$ cat config.mk
export PLATFORM = sky130hd
export DESIGN_NAME = od_gpio_pair_reg
export DESIGN_NICKNAME = d
export VERILOG_FILES = /design/src/rtl/od_gpio_pkg.sv /design/src/rtl/od_sync.sv /design/src/rtl/od_pin_ctl.sv /design/src/rtl/od_pullup_reg.sv /design/src/rtl/od_gpio_pair_reg.sv
export SDC_FILE = /design/constraint.sdc
export NUM_CORES = 1
export LEC_CHECK = 0
export BUFFER_PORTS_ARGS = -buffer_cell sky130_fd_sc_hd__buf_2
export CAP_MARGIN = 10
export CELL_PAD_IN_SITES_DETAIL_PLACEMENT = 0
export CELL_PAD_IN_SITES_GLOBAL_PLACEMENT = 1
export CORE_MARGIN = 1
export CORE_UTILIZATION = 19
export CTS_BUF_LIST = sky130_fd_sc_hd__clkbuf_8
export CTS_CLUSTER_DIAMETER = 120
export DETAILED_ROUTE_END_ITERATION = 16
export GPL_TIMING_DRIVEN = 0
export PLACE_DENSITY_LB_ADDON = 0.1
export SLEW_MARGIN = 20
export SYNTH_ARGS = -nofsm -noshare
export SYNTH_HDL_FRONTEND = slang
export SYNTH_SLANG_ARGS = --single-unit
$ cat constraint.sdc
create_clock -name clk -period 0.85 [get_ports clk]
set_clock_uncertainty 0.05 [all_clocks]
set_input_delay 0.255 -clock clk [delete_from_list [all_inputs] [get_ports clk]]
set_output_delay 0.255 -clock clk [all_outputs]
set_load 0.005 [all_outputs]
$ cat src/rtl/od_gpio_pkg.sv
package od_gpio_pkg;
   // Field offsets inside one pin's group of the control word.
   localparam int FLD_DIR      = 0;  // 1 = output
   localparam int FLD_DIR_WE   = 1;  // write-enable for FLD_DIR
   localparam int FLD_VAL      = 2;  // output level when driven
   localparam int FLD_VAL_WE   = 3;  // write-enable for FLD_VAL
   localparam int FLD_IN       = 4;  // synchronised pad level, read-only
   localparam int GROUP_FIELDS = 5;

   typedef struct packed {
      logic dir;
      logic val;
   } pin_state_t;
endpackage

$ cat src/rtl/od_sync.sv
module od_sync #(
   parameter int STAGES = 2
) (
   input  logic clk,
   input  logic rst_n,
   input  logic d,
   output logic q
);
   logic [STAGES-1:0] sr;

   always_ff @(posedge clk or negedge rst_n) begin
      if (!rst_n) sr <= '0;
      else        sr <= {sr[STAGES-2:0], d};
   end

   assign q = sr[STAGES-1];
endmodule

$ cat src/rtl/od_pin_ctl.sv
module od_pin_ctl
   import od_gpio_pkg::*;
#(
   parameter int SYNC_STAGES = 2
) (
   input  logic       clk,
   input  logic       rst_n,
   input  logic       wr_en,
   input  logic       dir_wr,
   input  logic       dir_we,
   input  logic       val_wr,
   input  logic       val_we,
   input  logic       pad_in,
   output pin_state_t state,
   output logic       in_level,
   output logic       drive_low
);
   always_ff @(posedge clk or negedge rst_n) begin
      if (!rst_n) begin
         state <= '0;
      end else if (wr_en) begin
         if (dir_we) state.dir <= dir_wr;
         if (val_we) state.val <= val_wr;
      end
   end

   // Open drain: only a driven 0 pulls the pad; a "1" is a release.
   assign drive_low = state.dir & ~state.val;

   od_sync #(.STAGES(SYNC_STAGES)) u_sync (
      .clk   (clk),
      .rst_n (rst_n),
      .d     (pad_in),
      .q     (in_level)
   );
endmodule

$ cat src/rtl/od_pullup_reg.sv
module od_pullup_reg #(
   parameter int NUM = 2
) (
   input  logic           clk,
   input  logic           rst_n,
   input  logic           wr_en,
   input  logic [NUM-1:0] wr_bits,
   output logic [NUM-1:0] pu_dis
);
   always_ff @(posedge clk or negedge rst_n) begin
      if (!rst_n)     pu_dis <= '0;
      else if (wr_en) pu_dis <= wr_bits;
   end
endmodule

$ cat src/rtl/od_gpio_pair_reg.sv
module od_gpio_pair_reg
   import od_gpio_pkg::*;
#(
   parameter int NUM_PINS    = 2,
   parameter int DATA_W      = 32,
   parameter int PIN_STRIDE  = 8,
   parameter int PU_BASE     = 16,
   parameter int SYNC_STAGES = 2
) (
   input  logic                clk,
   input  logic                rst_n,
   input  logic                wr_en,
   input  logic [DATA_W-1:0]   wr_data,
   output logic [DATA_W-1:0]   rd_data,
   input  logic [NUM_PINS-1:0] pad_in,
   output logic [NUM_PINS-1:0] pad_drive_low,
   output logic [NUM_PINS-1:0] pullup_en
);
   localparam int GROUP_END = NUM_PINS * PIN_STRIDE;
   localparam int PU_END    = PU_BASE + NUM_PINS;

   if (PIN_STRIDE < GROUP_FIELDS) begin : g_bad_stride
      $error("PIN_STRIDE too small for the pin fields");
   end
   if (SYNC_STAGES < 2) begin : g_bad_sync
      $error("SYNC_STAGES must be at least 2");
   end
   if (PU_BASE < GROUP_END || PU_END > DATA_W) begin : g_bad_pu
      $error("pull-up field overlaps pin groups or exceeds DATA_W");
   end

   pin_state_t [NUM_PINS-1:0] st;
   logic       [NUM_PINS-1:0] in_lvl;
   logic       [NUM_PINS-1:0] pu_dis;
   logic       [NUM_PINS-1:0] pu_wr;

   for (genvar i = 0; i < NUM_PINS; i++) begin : g_pin
      od_pin_ctl #(.SYNC_STAGES(SYNC_STAGES)) u_pin (
         .clk       (clk),
         .rst_n     (rst_n),
         .wr_en     (wr_en),
         .dir_wr    (wr_data[i*PIN_STRIDE + FLD_DIR]),
         .dir_we    (wr_data[i*PIN_STRIDE + FLD_DIR_WE]),
         .val_wr    (wr_data[i*PIN_STRIDE + FLD_VAL]),
         .val_we    (wr_data[i*PIN_STRIDE + FLD_VAL_WE]),
         .pad_in    (pad_in[i]),
         .state     (st[i]),
         .in_level  (in_lvl[i]),
         .drive_low (pad_drive_low[i])
      );
      assign pu_wr[i] = wr_data[PU_BASE + i];
   end

   od_pullup_reg #(.NUM(NUM_PINS)) u_pu (
      .clk     (clk),
      .rst_n   (rst_n),
      .wr_en   (wr_en),
      .wr_bits (pu_wr),
      .pu_dis  (pu_dis)
   );

   assign pullup_en = ~pu_dis;

   // Read word: stored fields and input levels; write-enables read as 0.
   always_comb begin
      rd_data = '0;
      for (int i = 0; i < NUM_PINS; i++) begin
         rd_data[i*PIN_STRIDE + FLD_DIR] = st[i].dir;
         rd_data[i*PIN_STRIDE + FLD_VAL] = st[i].val;
         rd_data[i*PIN_STRIDE + FLD_IN]  = in_lvl[i];
         rd_data[PU_BASE + i]            = pu_dis[i];
      end
   end

   // Bits of wr_data outside every field are deliberately ignored.
   logic unused_wr;
   assign unused_wr = ^wr_data;
endmodule

* Word-level counts from Yosys, hierarchy flattened
Cells that the tools add are included.
** Storage, ports and cells
- Register bits after elaboration :: 10
- Output and inout bits :: 36
- Word-level logic and storage cells :: 16
- Bits of input ports :: 37
** Cells by class
- Bitwise logic cells :: 5
- Reductions and logical operators :: 4
** Operators with widths (number)
- $reduce_and 2->1 :: 4
- $and 1x1->1 :: 2
- $not 1->1 :: 2
- $not 2->2 :: 1

* Depth between registers and ports, before layout
- Depth after elaboration :: 2
- Mapped depth :: 2
- Mapped depth without buffers :: 2

* By module
A second synthesis with hierarchy kept.
** Second synthesis, totals
- Cells, all modules :: 49
- Area total of the unflattened synthesis :: 551.8 µm²
** By module, submodules not included
- od_gpio_pair_reg :: instances 1, sequential area each 0.0 µm², area each 191.4 µm², cells each 27
- od_pin_ctl :: instances 2, sequential area each 50.0 µm², area each 93.8 µm², cells each 7
- od_sync :: instances 2, sequential area each 50.0 µm², area each 50.0 µm², cells each 2
- od_pullup_reg :: instances 1, sequential area each 50.0 µm², area each 72.6 µm², cells each 4

* Worst setup path before layout
OpenSTA, ideal clock, no wires.
- Path kind :: reg2out
- Start :: register g_pin[0].u_pin.state[1] (netlist name)
- End :: output port pad_drive_low[0]
- Path slack :: -0.080 ns
- Cell stages (with the launch flop) :: 3
- Required time :: 0.545 ns
- Buffers on the path :: 1
- Data arrival time :: 0.625 ns
- Path through :: dfrtp_1 -> nor2b_1 -> buf_4
** On the way
- Cells in the longest elaborated chain, start to end :: 1
** RTL lines
- start: declaration :: RTL line od_pin_ctl.sv:14 : output pin_state_t state,
- $and 1x1->1 :: RTL line od_pin_ctl.sv:28 : assign drive_low = state.dir & ~state.val;
- end: declaration :: RTL line od_gpio_pair_reg.sv:16 : output logic [NUM_PINS-1:0] pad_drive_low,
Every way passes these cells.

* Worst setup path in the final report
Ends and elaborated chain as after synthesis.

==> impl_metrics.toml <==
[status]
outcome = "finished, violations left"
failed_checks = "design-rule violations, negative setup slack"

[layout]
drive_gt1_frac = 0.606
layout.cells.most_common_list = "26 x sky130_fd_sc_hd__buf_4, 24 x sky130_fd_sc_hd__conb_1, 18 x sky130_fd_sc_hd__buf_2, 10 x sky130_fd_sc_hd__dfrtp_1, 10 x sky130_fd_sc_hd__buf_6"
nets = 147
most_common_cell_after_layout_fill_and_taps_aside = "sky130_fd_sc_hd__buf_4"
syn_to_final_growth_pct = 67.2
number_of_antenna_diodes = 0
layout.filler_cells = 305

[floorplanning]
floorplan.die.height_um = 57.1
core_area_sq_um = 2810
boundaryPins = 73
die-area_sq_um = 3260
starting_utilization_of_the_core_area = 0.206
fp_rows = 19
die_x_um = 57.1

[setup_path]
critPathMaxStageDelay_ns = 0.37
critical_path.max_fanout = 2
critPathLaunch = "g_pin[0].u_pin.state[1]"
worstReg2RegStart = "g_pin[0].u_pin.state[0]"
cp_cell_sequence = "nor2b_2 -> buf_6"
cpMaxStageDelayCell = "sky130_fd_sc_hd__dfrtp_1"
cp-start-kind = "flip-flop"
cp-end-kind = "output port"
worst-setup-path-type = "flip-flop to output port"
critPathRequiredTime_ns = 0.54
worst_ep_arrival_time_ns = 0.86

[sta]
worst_slack_ns = -0.315
finalSetupViolCount = 15
layout_worst_path_cycle_share = 1.37
slew_violations = 0
fmax_ghz = 0.858
worst_hold_slack_ns = 0.0810
final.setup.tns_ns = -3.14
fin_crit_ns = 1.17
rsz0062_at_grt = "true"
final-hold-violation-count = 0

[synth]
synth_top_cell_by_area = "sky130_fd_sc_hd__dfrtp_1"
syn_area_per_cell_sq_um = 10.5
synth_cells = 55
synth-seq-area-share = 0.434
post_synth_main_area_contributors = "sky130_fd_sc_hd__dfrtp_1 43%, sky130_fd_sc_hd__buf_4 36%, sky130_fd_sc_hd__mux2_4 10%, sky130_fd_sc_hd__nand2_1 3.9%, sky130_fd_sc_hd__nor2b_1 2.2%"
ys_warn_count = 0
area_of_the_mapped_netlist_sq_um = 577
yosysUniqueCellTypes = 8
synth_top_area_share = 0.434
synth_seq_cells = 10

[route]
drtAntennaViolNets = 0
drtPass1Iterations = 9
wire_per_inst_um = 7.70
drc = 6
route.vias.total = 430
drtIter0Drc = 11
routed_wire_length_um = 1080
vias_per_cell = 3.07

[run]
maxCapViolations = 0

[global_routing]
global_route.overflow_total = 0
grt_pass1_wl_um = 1520
grtUsageTotal = 0.0630
antenna_found_initial = 0
grt_start_max_net_pins = 11
first_global_vias = 360

[power]
powerDensity_nw_per_um2 = 1610
clockPowerShare = 0.375
total_leakage_power_nw = 0.570
irDropWorstVdd_mv = 0.670
swShare = 0.220
share_seq_of_total_power = 0.357
switchingPower_w = 0.000342
power_report.internal_total_w = 0.00121
power_frac_comb = 0.268
total_power_w = 0.00156

[min_path]
min-delay-start = "pad_in[1]"
worst_hold_path_type = "input pin to flip-flop"

[placed_design]
buffer_ports.inserted = 26
final_replace_weighted_congestion = 0.592

[clock_network]
cts_buffers = 3
tritoncts = "done"
cts_buffer_depth = 2
clk_pin_slew_worst_paths_ns = 0.05
clock-root-buffer = "sky130_fd_sc_hd__clkbuf_8"
insertion_delay_ns = 0.23
htree_levels = 1
clock-sinks = 10
[critical path: cells and delay by family, from the launching register on]
family	cells	cell delay [ns]
flip-flops	1	0.37
AND/OR/NAND/NOR	1	0.15
buffers and inverters	1	0.11
[final timing paths]
kind,depth (start not counted),to,slack [ns]
worst max register to register,2,g_pin[0].u_pin.state[0],-0.09
worst max-delay path,2,pad_drive_low[0],-0.32
max in group asynchronous,2,g_pin[1].u_pin.u_sync.sr[1],0.18
worst min-delay path,1,g_pin[1].u_pin.u_sync.sr[0],0.08
worst min register to register,0,g_pin[1].u_pin.u_sync.sr[1],0.29
min in group asynchronous,2,u_pu.pu_dis[0],0.38
[sequential cells by signal, summed over array words and instances (netlist names)]
register               cells
u_pu.pu_dis                2
g_pin.u_pin.u_sync.sr      4
g_pin.u_pin.state          4
[cells by family after synthesis]
family / synth area share
buf+inv: 0.377
flops: 0.434
simple gates: 0.0607
mux: 0.104
compound gates: 0.0174
other cells: 0.00650
[synth_stat cells]
cell type,n
sky130_fd_sc_hd__mux2_4,4
sky130_fd_sc_hd__buf_4,28
sky130_fd_sc_hd__dfrtp_1,10
sky130_fd_sc_hd__inv_1,2
sky130_fd_sc_hd__o21ai_0,2
sky130_fd_sc_hd__conb_1,1
sky130_fd_sc_hd__nor2b_1,2
sky130_fd_sc_hd__nand2_1,6
[layout make-up]
class / instances / area [sq um] / area share
well taps: 31 / 38.8 / 0.0402
repair buffers: 31 / 228 / 0.236
inverters: 2 / 7.51 / 0.00778
flip-flops and latches: 10 / 250 / 0.259
clock buffers: 4 / 55.1 / 0.0571
multi-input cells: 38 / 205 / 0.213
plain buffers: 24 / 180 / 0.187
[per-stage QoR]
| stage | cells | cell area, sq um | setup WS, ns | utilization |
|---|---|---|---|---|
| 3_3_place_gp | 135 | 832 | -0.194 | 0.297 |
| 2_1_floorplan | 78 | 663 | -0.0801 | - |
| 4_1_cts | 139 | 925 | -0.355 | 0.330 |
| 3_5_place_dp | 135 | 832 | -0.194 | 0.297 |
| 6_report | 140 | 965 | -0.315 | 0.344 |
| 5_1_grt | 140 | 965 | -0.349 | 0.344 |
[power groups by stage]
stage	Sequential, W	Combinational, W	Clock (W)
2_1_floorplan	0.000559	0.000203	0
3_3_place_gp	0.000556	0.000323	0
3_5_place_dp	0.000558	0.000322	0
4_1_cts	0.000547	0.000376	0.000614
5_1_grt	0.000559	0.000456	0.000630
6_report	0.000555	0.000417	0.000583
[timing repair]
action,in CTS,in global routing
resized for setup,6,10
pin swaps,0,0
hold buffers,1,0
hold endpoints to repair,10,0
setup endpoints to repair,12,15
buffers inserted,3,1
cloned,0,0
[per-layer routing]
| layer | part of all wire | track usage | vias up |
|---|---|---|---|
| li1 | - | - | 224 |
| met1 | 0.41 | 0.0833 | 176 |
| met2 | 0.43 | 0.0857 | 30 |
| met3 | 0.16 | 0.0431 | 0 |
| met4 | 0 | 0.0105 | 0 |
| met5 | 0 | 0 | - |
No activity file was read; power rests on OpenSTA's default activity.
